===== config.mk =====
export PLATFORM = sky130hd
export DESIGN_NAME = subline_tx_tracker
export DESIGN_NICKNAME = d
export VERILOG_FILES = /design/src/rtl/stt_pkg.sv /design/src/rtl/stt_chunk_map.sv /design/src/rtl/stt_clash_scan.sv /design/src/rtl/stt_tag_store.sv /design/src/rtl/subline_tx_tracker.sv
export SDC_FILE = /design/constraint.sdc
export NUM_CORES = 1
export LEC_CHECK = 0
export BUFFER_PORTS_ARGS = -buffer_cell sky130_fd_sc_hd__buf_2
export CAP_MARGIN = 25
export CORE_ASPECT_RATIO = 0.9
export CORE_MARGIN = 4
export CORE_UTILIZATION = 34
export DETAILED_ROUTE_END_ITERATION = 7
export SETUP_SLACK_MARGIN = 0.4
export SYNTH_ARGS = -nofsm -noshare
export SYNTH_HDL_FRONTEND = slang
export SYNTH_SLANG_ARGS = --single-unit

===== constraint.sdc =====
create_clock -name clk -period 2.9 [get_ports clk]
set_input_delay 0.725 -clock clk [delete_from_list [all_inputs] [get_ports clk]]
set_output_delay 0.725 -clock clk [all_outputs]
set_load 0.1 [all_outputs]

===== src/rtl/stt_pkg.sv =====
package stt_pkg;

  localparam int MAX_TAG_W = 8;

  // A chunk clashes when it is owned and the owner is not the requester.
  function automatic logic owner_clash(input logic [MAX_TAG_W-1:0] req_id,
                                       input logic [MAX_TAG_W-1:0] owner);
    return (owner != '0) && (owner != req_id);
  endfunction

  // Number of chunks in a line of line_bytes for a chunk of chunk_bits.
  function automatic int chunk_count(input int line_bytes, input int chunk_bits);
    return (line_bytes * 8) / chunk_bits;
  endfunction

endpackage


===== src/rtl/stt_chunk_map.sv =====
module stt_chunk_map #(
  parameter int LINE_BYTES  = 64,
  parameter int CHUNK_BYTES = 4,
  parameter int NCHUNK      = LINE_BYTES / CHUNK_BYTES
) (
  input  logic [LINE_BYTES-1:0] be,
  output logic [NCHUNK-1:0]     touched
);

  for (genvar g = 0; g < NCHUNK; g++) begin : g_chunk
    assign touched[g] = |be[g*CHUNK_BYTES +: CHUNK_BYTES];
  end

endmodule


===== src/rtl/stt_clash_scan.sv =====
module stt_clash_scan
  import stt_pkg::*;
#(
  parameter int NCHUNK = 16,
  parameter int TAG_W  = 2
) (
  input  logic [NCHUNK-1:0]       touched,
  input  logic [NCHUNK*TAG_W-1:0] tags,
  input  logic [TAG_W-1:0]        req_id,
  output logic                    hit_any,
  output logic [TAG_W-1:0]        first_owner
);

  logic [NCHUNK-1:0] hit;

  for (genvar g = 0; g < NCHUNK; g++) begin : g_hit
    assign hit[g] = touched[g] &&
                    owner_clash(MAX_TAG_W'(req_id), MAX_TAG_W'(tags[g*TAG_W +: TAG_W]));
  end

  assign hit_any = |hit;

  // Scan from the top down so the lowest-index hit is the last to be assigned.
  always_comb begin
    first_owner = '0;
    for (int i = NCHUNK - 1; i >= 0; i--) begin
      if (hit[i]) first_owner = tags[i*TAG_W +: TAG_W];
    end
  end

endmodule


===== src/rtl/stt_tag_store.sv =====
module stt_tag_store #(
  parameter int NCHUNK = 16,
  parameter int TAG_W  = 2
) (
  input  logic                    clk,
  input  logic                    rst_n,
  input  logic                    claim_en,
  input  logic [NCHUNK-1:0]       claim_mask,
  input  logic [TAG_W-1:0]        claim_id,
  input  logic                    rel0_en,
  input  logic [TAG_W-1:0]        rel0_id,
  input  logic                    rel1_en,
  input  logic [TAG_W-1:0]        rel1_id,
  output logic [NCHUNK*TAG_W-1:0] tags_flat
);

  logic [TAG_W-1:0] tag_q [NCHUNK];
  logic [TAG_W-1:0] tag_d [NCHUNK];

  always_comb begin
    for (int i = 0; i < NCHUNK; i++) begin
      tag_d[i] = tag_q[i];
      if (rel0_en && tag_q[i] == rel0_id) tag_d[i] = '0;
      if (rel1_en && tag_q[i] == rel1_id) tag_d[i] = '0;
      if (claim_en && claim_mask[i])      tag_d[i] = claim_id;
    end
  end

  always_ff @(posedge clk) begin
    if (!rst_n) begin
      for (int i = 0; i < NCHUNK; i++) tag_q[i] <= '0;
    end else begin
      for (int i = 0; i < NCHUNK; i++) tag_q[i] <= tag_d[i];
    end
  end

  for (genvar g = 0; g < NCHUNK; g++) begin : g_out
    assign tags_flat[g*TAG_W +: TAG_W] = tag_q[g];

    AST_CLAIM_NEEDS_STORE: assert property (@(posedge clk) disable iff (!rst_n)
      (tag_q[g] != '0 && !$stable(tag_q[g])) |-> $past(claim_en && claim_mask[g]));

    AST_RELEASE_CLEARS: assert property (@(posedge clk) disable iff (!rst_n)
      ($past(rel0_en) && $past(tag_q[g]) == $past(rel0_id) && $past(tag_q[g]) != '0
       && !$past(claim_en && claim_mask[g])) |-> tag_q[g] == '0);
  end

endmodule


===== src/rtl/subline_tx_tracker.sv =====
module subline_tx_tracker
  import stt_pkg::*;
#(
  parameter int LINE_BYTES = 64,
  parameter int CHUNK_BITS = 32,
  parameter int TAG_W      = 2
) (
  input  logic                                     clk,
  input  logic                                     rst_n,
  input  logic                                     wr_valid,
  input  logic [TAG_W-1:0]                         wr_id,
  input  logic [LINE_BYTES-1:0]                    wr_be,
  input  logic                                     commit_valid,
  input  logic [TAG_W-1:0]                         commit_id,
  input  logic                                     abort_valid,
  input  logic [TAG_W-1:0]                         abort_id,
  output logic                                     conflict_o,
  output logic [TAG_W-1:0]                         conflict_owner_o,
  output logic [(LINE_BYTES*8/CHUNK_BITS)*TAG_W-1:0] tag_vec_o
);

  localparam int CHUNK_BYTES = CHUNK_BITS / 8;
  localparam int NCHUNK      = chunk_count(LINE_BYTES, CHUNK_BITS);

  logic [NCHUNK-1:0] touched;
  logic              hit_any;
  logic [TAG_W-1:0]  first_owner;
  logic              claim_en;
  logic              clash_now;
  logic              conflict_q;
  logic [TAG_W-1:0]  owner_q;

  stt_chunk_map #(
    .LINE_BYTES (LINE_BYTES),
    .CHUNK_BYTES(CHUNK_BYTES),
    .NCHUNK     (NCHUNK)
  ) u_map (
    .be     (wr_be),
    .touched(touched)
  );

  stt_clash_scan #(
    .NCHUNK(NCHUNK),
    .TAG_W (TAG_W)
  ) u_scan (
    .touched    (touched),
    .tags       (tag_vec_o),
    .req_id     (wr_id),
    .hit_any    (hit_any),
    .first_owner(first_owner)
  );

  assign clash_now = wr_valid && hit_any;
  assign claim_en  = wr_valid && !hit_any && (wr_id != '0);

  stt_tag_store #(
    .NCHUNK(NCHUNK),
    .TAG_W (TAG_W)
  ) u_store (
    .clk       (clk),
    .rst_n     (rst_n),
    .claim_en  (claim_en),
    .claim_mask(touched),
    .claim_id  (wr_id),
    .rel0_en   (commit_valid),
    .rel0_id   (commit_id),
    .rel1_en   (abort_valid),
    .rel1_id   (abort_id),
    .tags_flat (tag_vec_o)
  );

  always_ff @(posedge clk) begin
    if (!rst_n) begin
      conflict_q <= 1'b0;
      owner_q    <= '0;
    end else begin
      conflict_q <= clash_now;
      owner_q    <= clash_now ? first_owner : '0;
    end
  end

  assign conflict_o       = conflict_q;
  assign conflict_owner_o = owner_q;

  AST_OWNER_WITH_FLAG: assert property (@(posedge clk) disable iff (!rst_n)
    conflict_o |-> conflict_owner_o != '0);

  AST_QUIET_OWNER_ZERO: assert property (@(posedge clk) disable iff (!rst_n)
    !conflict_o |-> conflict_owner_o == '0);

  AST_NO_STORE_NO_FLAG: assert property (@(posedge clk) disable iff (!rst_n)
    !$past(wr_valid) |-> !conflict_o);

  AST_CLASH_FREEZES: assert property (@(posedge clk) disable iff (!rst_n)
    (conflict_o && !$past(commit_valid) && !$past(abort_valid)) |-> $stable(tag_vec_o));

  AST_EMPTY_MASK_QUIET: assert property (@(posedge clk) disable iff (!rst_n)
    $past(wr_valid && wr_be == '0) |-> !conflict_o);

endmodule


==> impl_metrics.csv, run 1 <==
group,metric,value,unit
floorplan,die-area,12730,um2
global_route,gr-usage-all-layers,0.2077,
yosys,synth_top_area_frac,0.1876,
routing,drt_iter0_markers,284,
yosys,syn_area,3735,um2
critical_path,start_kind,"input port",
floorplan,io_pins,110,
cts,clk_pin_slew,60,ps
routing,first_pass_iters,7,
cts,cts_buffers,5,
placement,dp_cells,716,
placement,placed_area,4483,um2
critical_path,setup.worst_path.class,"input port to flip-flop",
yosys,synth.most_common_cell,"nand3_1",
floorplan,start_util,0.3469,
placement,place_ws,-38.56,ps
sta,setup_ws,449.4,ps
placement,io_buffers,109,
final_layout,num-fill-cells,1091,
critical_path,end_kind,"flip-flop",
floorplan,core,10770,um2
cts,cts_tree,"done",
sta,finalHoldViolations,0,
sta,skew,6.569,ps
yosys,syn_nets,566,
yosys,synthArstFlopShare,0,
sta,layout_min_cycle_time,2451,ps
routing,drtAntennaViolNets,0,
cts,root_buffer,"clkbuf_16",
critical_path,reg2reg_slack,750,ps
final_layout,drive_above_1_share,0.3564,
sta,finalCritPeriodShare,0.8450,
routing,vias,4270,
sta,worst_pin_slew,650.1,ps
critical_path,crit_path_cell_trace,"buf_2, or4_4, o21ai_2, nand3_2, nor4_4, buf_12, nand4_1, mux2i_1",
routing,drc_errors,0,
cts,cts.sinks,35,
floorplan,die_w,118.5,um
global_route,grt_pass1_vias,4054,
global_route,antenna_found_initial,0,
yosys,ys_ff_latch,35,
critical_path,crit_slowest_cell,"or4_4",
pwr,leakage,1.974,nW
global_route,grt-ovfl-total,0,
yosys,synthCells,491,
sta,final-setup-viol-count,0,
yosys,synth_seq_area_share,0.1876,
critical_path,cp_max_fo,17,
sta,fmax,408.1,MHz
placement,gp_congestion,0.9183,
cts,cts_hold_buf,0,
critical_path,crit_arrival,2650,ps
yosys,synthTopCellsByCount,"nand3_1 (67), nand2_1 (47), dfxtp_1 (35)",
run_status,status,"finished clean",
pwr,power.density,668.5,nW/um2
yosys,yosysWarnings,0,
yosys,synth_top_cell_by_area,"dfxtp_1",
final_layout,finalInstanceArea,4657,um2
floorplan,std_cell_rows,36,
yosys,synth.area.top_cells,"dfxtp_1 (19%), nand3_1 (9.0%), mux2i_1 (8.8%)",
routing,wire_per_inst,18.47,um
pwr,irDropWorstVdd,0.0002581,V
cts,clk_path_buf_depth,2,
global_route,grt_pass1_wl,21360,um
final_layout,area.growth.synth_to_final,24.69,%
flow_run,cap_violations,0,
final_layout,num_antenna_cells,0,
yosys,synth_cell_types,62,
sta,rsz0062_at_grt,"true",
placement,hpwl,10010,um
yosys,synth_edf_count,0,
critical_path,cp.required,3100,ps
cts,cts_max_level,2,
final_layout,nets,666,
global_route,grt_max_degree,33,
yosys,syn_area_per_cell,7.607,um2
sta,timing.slew.headroom,0.5666,
routing,viasPerCell,5.890,
sta,drv_slew,0,
floorplan,die_h,107.4,um
final_layout,fin_cells,725,
cts,clock_latency,290,ps
min_path,min_path_type,"flip-flop to flip-flop",
sta,tns,0,ps
yosys,synthFlopType,"dfxtp_1",
critical_path,crit_path_max_incr_delay,590,ps
routing,routed_wl,13390,um
routing by layer:
| layer | share of wire | vias to the layer above | global-route usage |
|---|---|---|---|
| met1 | 0.46 | 2062 | 0.2893 |
| li1 | - | 2029 | - |
| met4 | 0.017 | 0 | 0.04797 |
| met2 | 0.45 | 157 | 0.3358 |
| met5 | 0 | - | 0 |
| met3 | 0.071 | 22 | 0.03626 |
cells by family (layout without fill, tap and decap cells):
family | count (synthesis) | after routing | synth area share
simple gates | 223 | 223 | 0.3688
buf+inv | 47 | 148 | 0.06533
flops | 35 | 35 | 0.1876
xor+xnor | 34 | 34 | 0.07973
mux | 33 | 33 | 0.08844
compound gates | 119 | 119 | 0.2101
flip-flops by register name (all words and copies together) (netlist names):
| name | count |
|---|---|
| conflict_o | 1 |
| conflict_owner_o | 2 |
| u_store.tag_q | 32 |
placed cells by master, fill, tap and decap left out, types with 3 or more instances in the layout:
cell       count
nand2b_1      15
or4_4          9
nor4_1         4
o22ai_1       18
a21oi_1       11
dfxtp_1        6
a21boi_0       6
nand3_1       67
buf_2        107
dfxtp_2       29
o21ai_1        6
nand3_2        6
nor2_1        10
nand4_4        5
nor2b_1       13
nand4_1       21
inv_1          6
or2b_1         6
a31oi_1        5
xnor2_1       32
buf_4         22
o21a_1         6
o211ai_1       3
a21boi_1       8
a211oi_1       3
mux2i_1       33
clkbuf_16      5
nand2_1       47
o21ai_2        9
o21ai_0       26
report_power, final:
part           internal (mW)  leakage (nW)  switching (mW)
Combinational          0.650          1.61            1.23
Sequential             0.559         0.298           0.130
Clock                  0.317        0.0669           0.223
metrics by stage:
| stage | total power [mW] | utilization | hold WS, ps |
|---|---|---|---|
| 2_1_floorplan | 2.136 | - | 727.3 |
| 6_report | 3.113 | 0.4326 | 523.4 |
| 3_5_place_dp | 2.547 | 0.4164 | 511.9 |
| 4_1_cts | 3.088 | 0.4304 | 520.8 |
| 5_1_grt | 3.272 | 0.4326 | 536.8 |
| 3_3_place_gp | 2.512 | 0.4164 | 503.2 |
worst max-delay path: cells and delay by family:
family                 cells  cell delay, ps
and+or+nand+nor            4            1230
muxes                      1             210
AOI/OAI and AO/OA          1             140
buffers and inverters      2             330
worst paths after layout:
| path | start | endpoint | cells after the start |
|---|---|---|---|
| worst max-delay path | wr_be[13] | u_store.tag_q[2][3]$_SDFFE_PN0P_ | 8 |
| worst min register to register | u_store.tag_q[3][3]$_SDFFE_PN0P_ | u_store.tag_q[3][3]$_SDFFE_PN0P_ | 2 |
| worst max register to register | u_store.tag_q[2][2]$_SDFFE_PN0P_ | u_store.tag_q[2][3]$_SDFFE_PN0P_ | 8 |
| worst min-delay path | u_store.tag_q[3][3]$_SDFFE_PN0P_ | u_store.tag_q[3][3]$_SDFFE_PN0P_ | 2 |
final cells by class:
cell class / instances / area [um2] / area share
multi-input combinational: 409 / 2828 / 0.6072
timing repair buffer: 132 / 752.0 / 0.1615
sequential: 35 / 737.0 / 0.1582
tap: 133 / 166.4 / 0.03573
clock buffer: 6 / 128.9 / 0.02767
inverter: 8 / 32.53 / 0.006985
clock inverter: 2 / 12.51 / 0.002687
what timing repair did:
| action | CTS | global route |
|---|---|---|
| gates resized for setup | 4 | 4 |
| setup endpoints to repair | 30 | 32 |
| pin swaps | 1 | 1 |
| setup buffers | 0 | 1 |
No activity file was read; power rests on OpenSTA's default activity.
==> run 2, diff against run 1 <==
--- a/config.mk
+++ b/config.mk
@@ -5,6 +5,7 @@
 export SDC_FILE = /design/constraint.sdc
 export NUM_CORES = 1
 export LEC_CHECK = 0
+export ABC_AREA = 1
 export BUFFER_PORTS_ARGS = -buffer_cell sky130_fd_sc_hd__buf_2
 export CAP_MARGIN = 25
 export CORE_ASPECT_RATIO = 0.9
==> constraint.sdc (replaced) <==
create_clock -name clk -period 2.4 [get_ports clk]
set_input_delay 0.6 -clock clk [delete_from_list [all_inputs] [get_ports clk]]
set_output_delay 0.6 -clock clk [all_outputs]
set_load 0.1 [all_outputs]
==> impl_metrics.csv, run 2 <==
group,metric,value,unit
run_status,status,"finished clean",
critical_path,cp.required,2590,ps
pwr,p_switching,1.896,mW
global_route,grt_max_degree,22,
yosys,yosysWarnings,0,
cts,clk_pin_slew,80,ps
flow_run,cap_violations,0,
sta,skew,8.518,ps
final_layout,largest_reg_flops,32,
yosys,synth_top_cell_by_area,"dfxtp_1",
final_layout,layout_commonest_cell,"nand2_1",
critical_path,startpoint,"wr_id[1]",
pwr,power.density,733.3,nW/um2
routing,first_pass_iters,5,
global_route,grt-ovfl-total,0,
floorplan,die_w,112.8,um
routing,viasPerCell,5.265,
critical_path,crit_path_cell_trace,"buf_12, buf_12, buf_8, a21oi_2, o22ai_1, and2_1, inv_1, nand4_1, nor3_2, nand2_2, buf_6, nor2_4, inv_2, o221ai_2, inv_2, nand2_2, a21oi_2",
floorplan,io_pins,110,
min_path,min_path_type,"flip-flop to flip-flop",
yosys,synth.most_common_cell,"nand2_1",
final_layout,final_util,0.5214,
yosys,synthFlopType,"dfxtp_1",
critical_path,crit_arrival,2490,ps
final_layout,nets,816,
floorplan,std_cell_rows,34,
cts,clock_latency,300,ps
yosys,syn_area_per_cell,5.909,um2
sta,timing.slew.headroom,0.5521,
routing,vias,4570,
floorplan,die-area,11550,um2
yosys,synthArstFlopShare,0,
sta,timing.hold.ws,489.1,ps
global_route,grt_pass1_wl,20990,um
min_path,hp-start,"u_store.tag_q[1][3]$_SDFFE_PN0P_",
final_layout,num-fill-cells,974,
critical_path,cp_top_family,"simple AND/OR/NAND/NOR gates",
yosys,ys_ff_latch,35,
routing,routed_wl,12900,um
sta,layout_min_cycle_time,2300,ps
critical_path,end_kind,"flip-flop",
floorplan,core,9657,um2
yosys,synth.area.top_cells,"dfxtp_1 (21%), nand2_1 (18%), a21oi_1 (9.8%)",
routing,drt_iter0_markers,222,
cts,cts_tree,"done",
sta,finalHoldViolations,0,
critical_path,setup.worst_path.class,"input port to flip-flop",
sta,worst_pin_slew,671.1,ps
yosys,synthCells,569,
cts,clk_path_buf_depth,2,
pwr,p_int,1.796,mW
cts,cts.sinks,35,
routing,drc_errors,0,
placement,hpwl,9069,um
sta,setup_ws,99.59,ps
final_layout,layout_common_cells,"nand2_1 (148), buf_2 (106), inv_1 (79), buf_4 (75), a21oi_1 (59)",
cts,cts_buffers,5,
floorplan,start_util,0.3481,
critical_path,start_kind,"input port",
critical_path,crit_path_max_incr_delay,240,ps
floorplan,die_h,102.3,um
final_layout,regMostFlops,"u_store.tag_q",
critical_path,crit_slowest_cell,"nor3_2",
yosys,synth_seq_area_share,0.2084,
sta,fmax,434.7,MHz
final_layout,area.growth.synth_to_final,49.76,%
global_route,gr-usage-all-layers,0.2229,
yosys,synth_edf_count,0,
placement,io_buffers,109,
critical_path,r2r-start,"u_store.tag_q[2][3]$_SDFFE_PN0P_",
yosys,synth_cell_types,36,
yosys,syn_nets,644,
placement,place_ws,-518.2,ps
final_layout,drive_above_1_share,0.4016,
placement,gp_congestion,0.8955,
global_route,grt_pass1_vias,4375,
sta,final-setup-viol-count,0,
routing,drtAntennaViolNets,0,
sta,drv_slew,0,
pwr,leakage,2.326,nW
pwr,swShare,0.5135,
routing,wire_per_inst,14.87,um
sta,rsz0062_at_grt,"true",
critical_path,critPathBufInv,7,
yosys,synth_top_area_frac,0.2084,
yosys,syn_area,3362,um2
cts,cts_max_level,2,
cts,root_buffer,"clkbuf_8",
global_route,antenna_found_initial,0,
pwr,p_seq_frac,0.216,
yosys,synthTopCellsByCount,"nand2_1 (161), inv_1 (81), a21oi_1 (66)",
sta,finalCritPeriodShare,0.9585,
critical_path,cp_max_fo,7,
pwr,irDropWorstVdd,0.0004430,V
final_layout,num_antenna_cells,0,
pwr,p_clk_frac,0.146,
pwr,p_comb_frac,0.638,
## run 2: cell types whose count changed after synthesis, sizes merged, moves of 13 or more
cell    before  now
nor2b       13    0
o21ai       41   28
nand2       47  162
nor2        10   34
nand3       73   18
o221ai       0   31
nand4       28    5
inv          8   92
xnor2       32   10
nand2b      16    0
a21boi      14    0
mux2i       33    0
a21oi       11   66
## run 2: power by group through the flow
stage	logic [mW]	clock network (mW)	registers, mW
floorplan	1.02	0	1.32
global route	2.56	0.584	0.815
global placement	2.04	0	0.802
detailed placement	2.07	0	0.805
CTS	2.30	0.556	0.793
finish	2.35	0.540	0.797
## run 2: kinds of logic (layout without fill, tap and decap cells)
kind of cell,after synthesis,in the layout,share of synthesized area
AND/OR/NAND/NOR,232,232,0.2951
AO/OA/AOI/OAI,169,169,0.3178
buffers and inverters,123,296,0.1526
flip-flops,35,35,0.2084
XOR/XNOR,10,10,0.02605
## run 2: layout make-up
type                       count  area, um2  area share
multi-input combinational    411       2349      0.4665
sequential                    35      755.7      0.1501
inverter                      95      364.1     0.07232
clock buffer                   7      107.6     0.02137
tap                          126      157.7     0.03131
timing repair buffer         193       1296      0.2575
clock inverter                 1      5.005   0.0009940
## run 2: timing repair
action / CTS / global route
endpoints found under the setup margin: 35 / 35
resized for setup: 59 / 9
hold buffers: 0 / 0
pin swaps: 23 / 6
gates cloned: 1 / 0
buffers inserted: 26 / 3
## run 2: path summary, 6_finish.rpt
| path | end | slack, ps | depth (start not counted) |
|---|---|---|---|
| worst max-delay path | u_store.tag_q[3][1]$_SDFFE_PN0P_ | 100 | 17 |
| worst min-delay path | u_store.tag_q[1][3]$_SDFFE_PN0P_ | 490 | 2 |
| worst max register to register | u_store.tag_q[3][1]$_SDFFE_PN0P_ | 270 | 18 |
| worst min register to register | u_store.tag_q[1][3]$_SDFFE_PN0P_ | 490 | 2 |
## run 2: layer usage
metal / vias up / track usage / wire length (um)
met5: - / 0 / 0
met4: 0 / 0.06562 / 240
met3: 29 / 0.05092 / 1030
met2: 190 / 0.3839 / 6070
met1: 2080 / 0.2801 / 5562
li1: 2271 / - / -
## run 2: through the flow
stage / instance area, um2 / setup TNS, ps / power [mW] / cells
3_3_place_gp: 4419 / -13260 / 2.841 / 830
4_1_cts: 4987 / 0 / 3.646 / 865
5_1_grt: 5035 / -690.6 / 3.955 / 868
6_report: 5035 / 0 / 3.692 / 868
2_1_floorplan: 3455 / 0 / 2.343 / 569
3_5_place_dp: 4419 / -15620 / 2.873 / 830
## run 2: worst register-to-register path: stages, from the launching register on
cell,delay (ps)
dfxtp_2,400
inv_1,110
nand2_2,60
nand3_1,60
o21ai_1,70
nor2_1,80
inv_1,90
nand2_1,80
nor2_1,110
nand4_1,100
nor3_2,170
nand2_2,140
buf_6,170
nor2_4,110
inv_2,40
o221ai_2,60
inv_2,70
nand2_2,70
a21oi_2,50
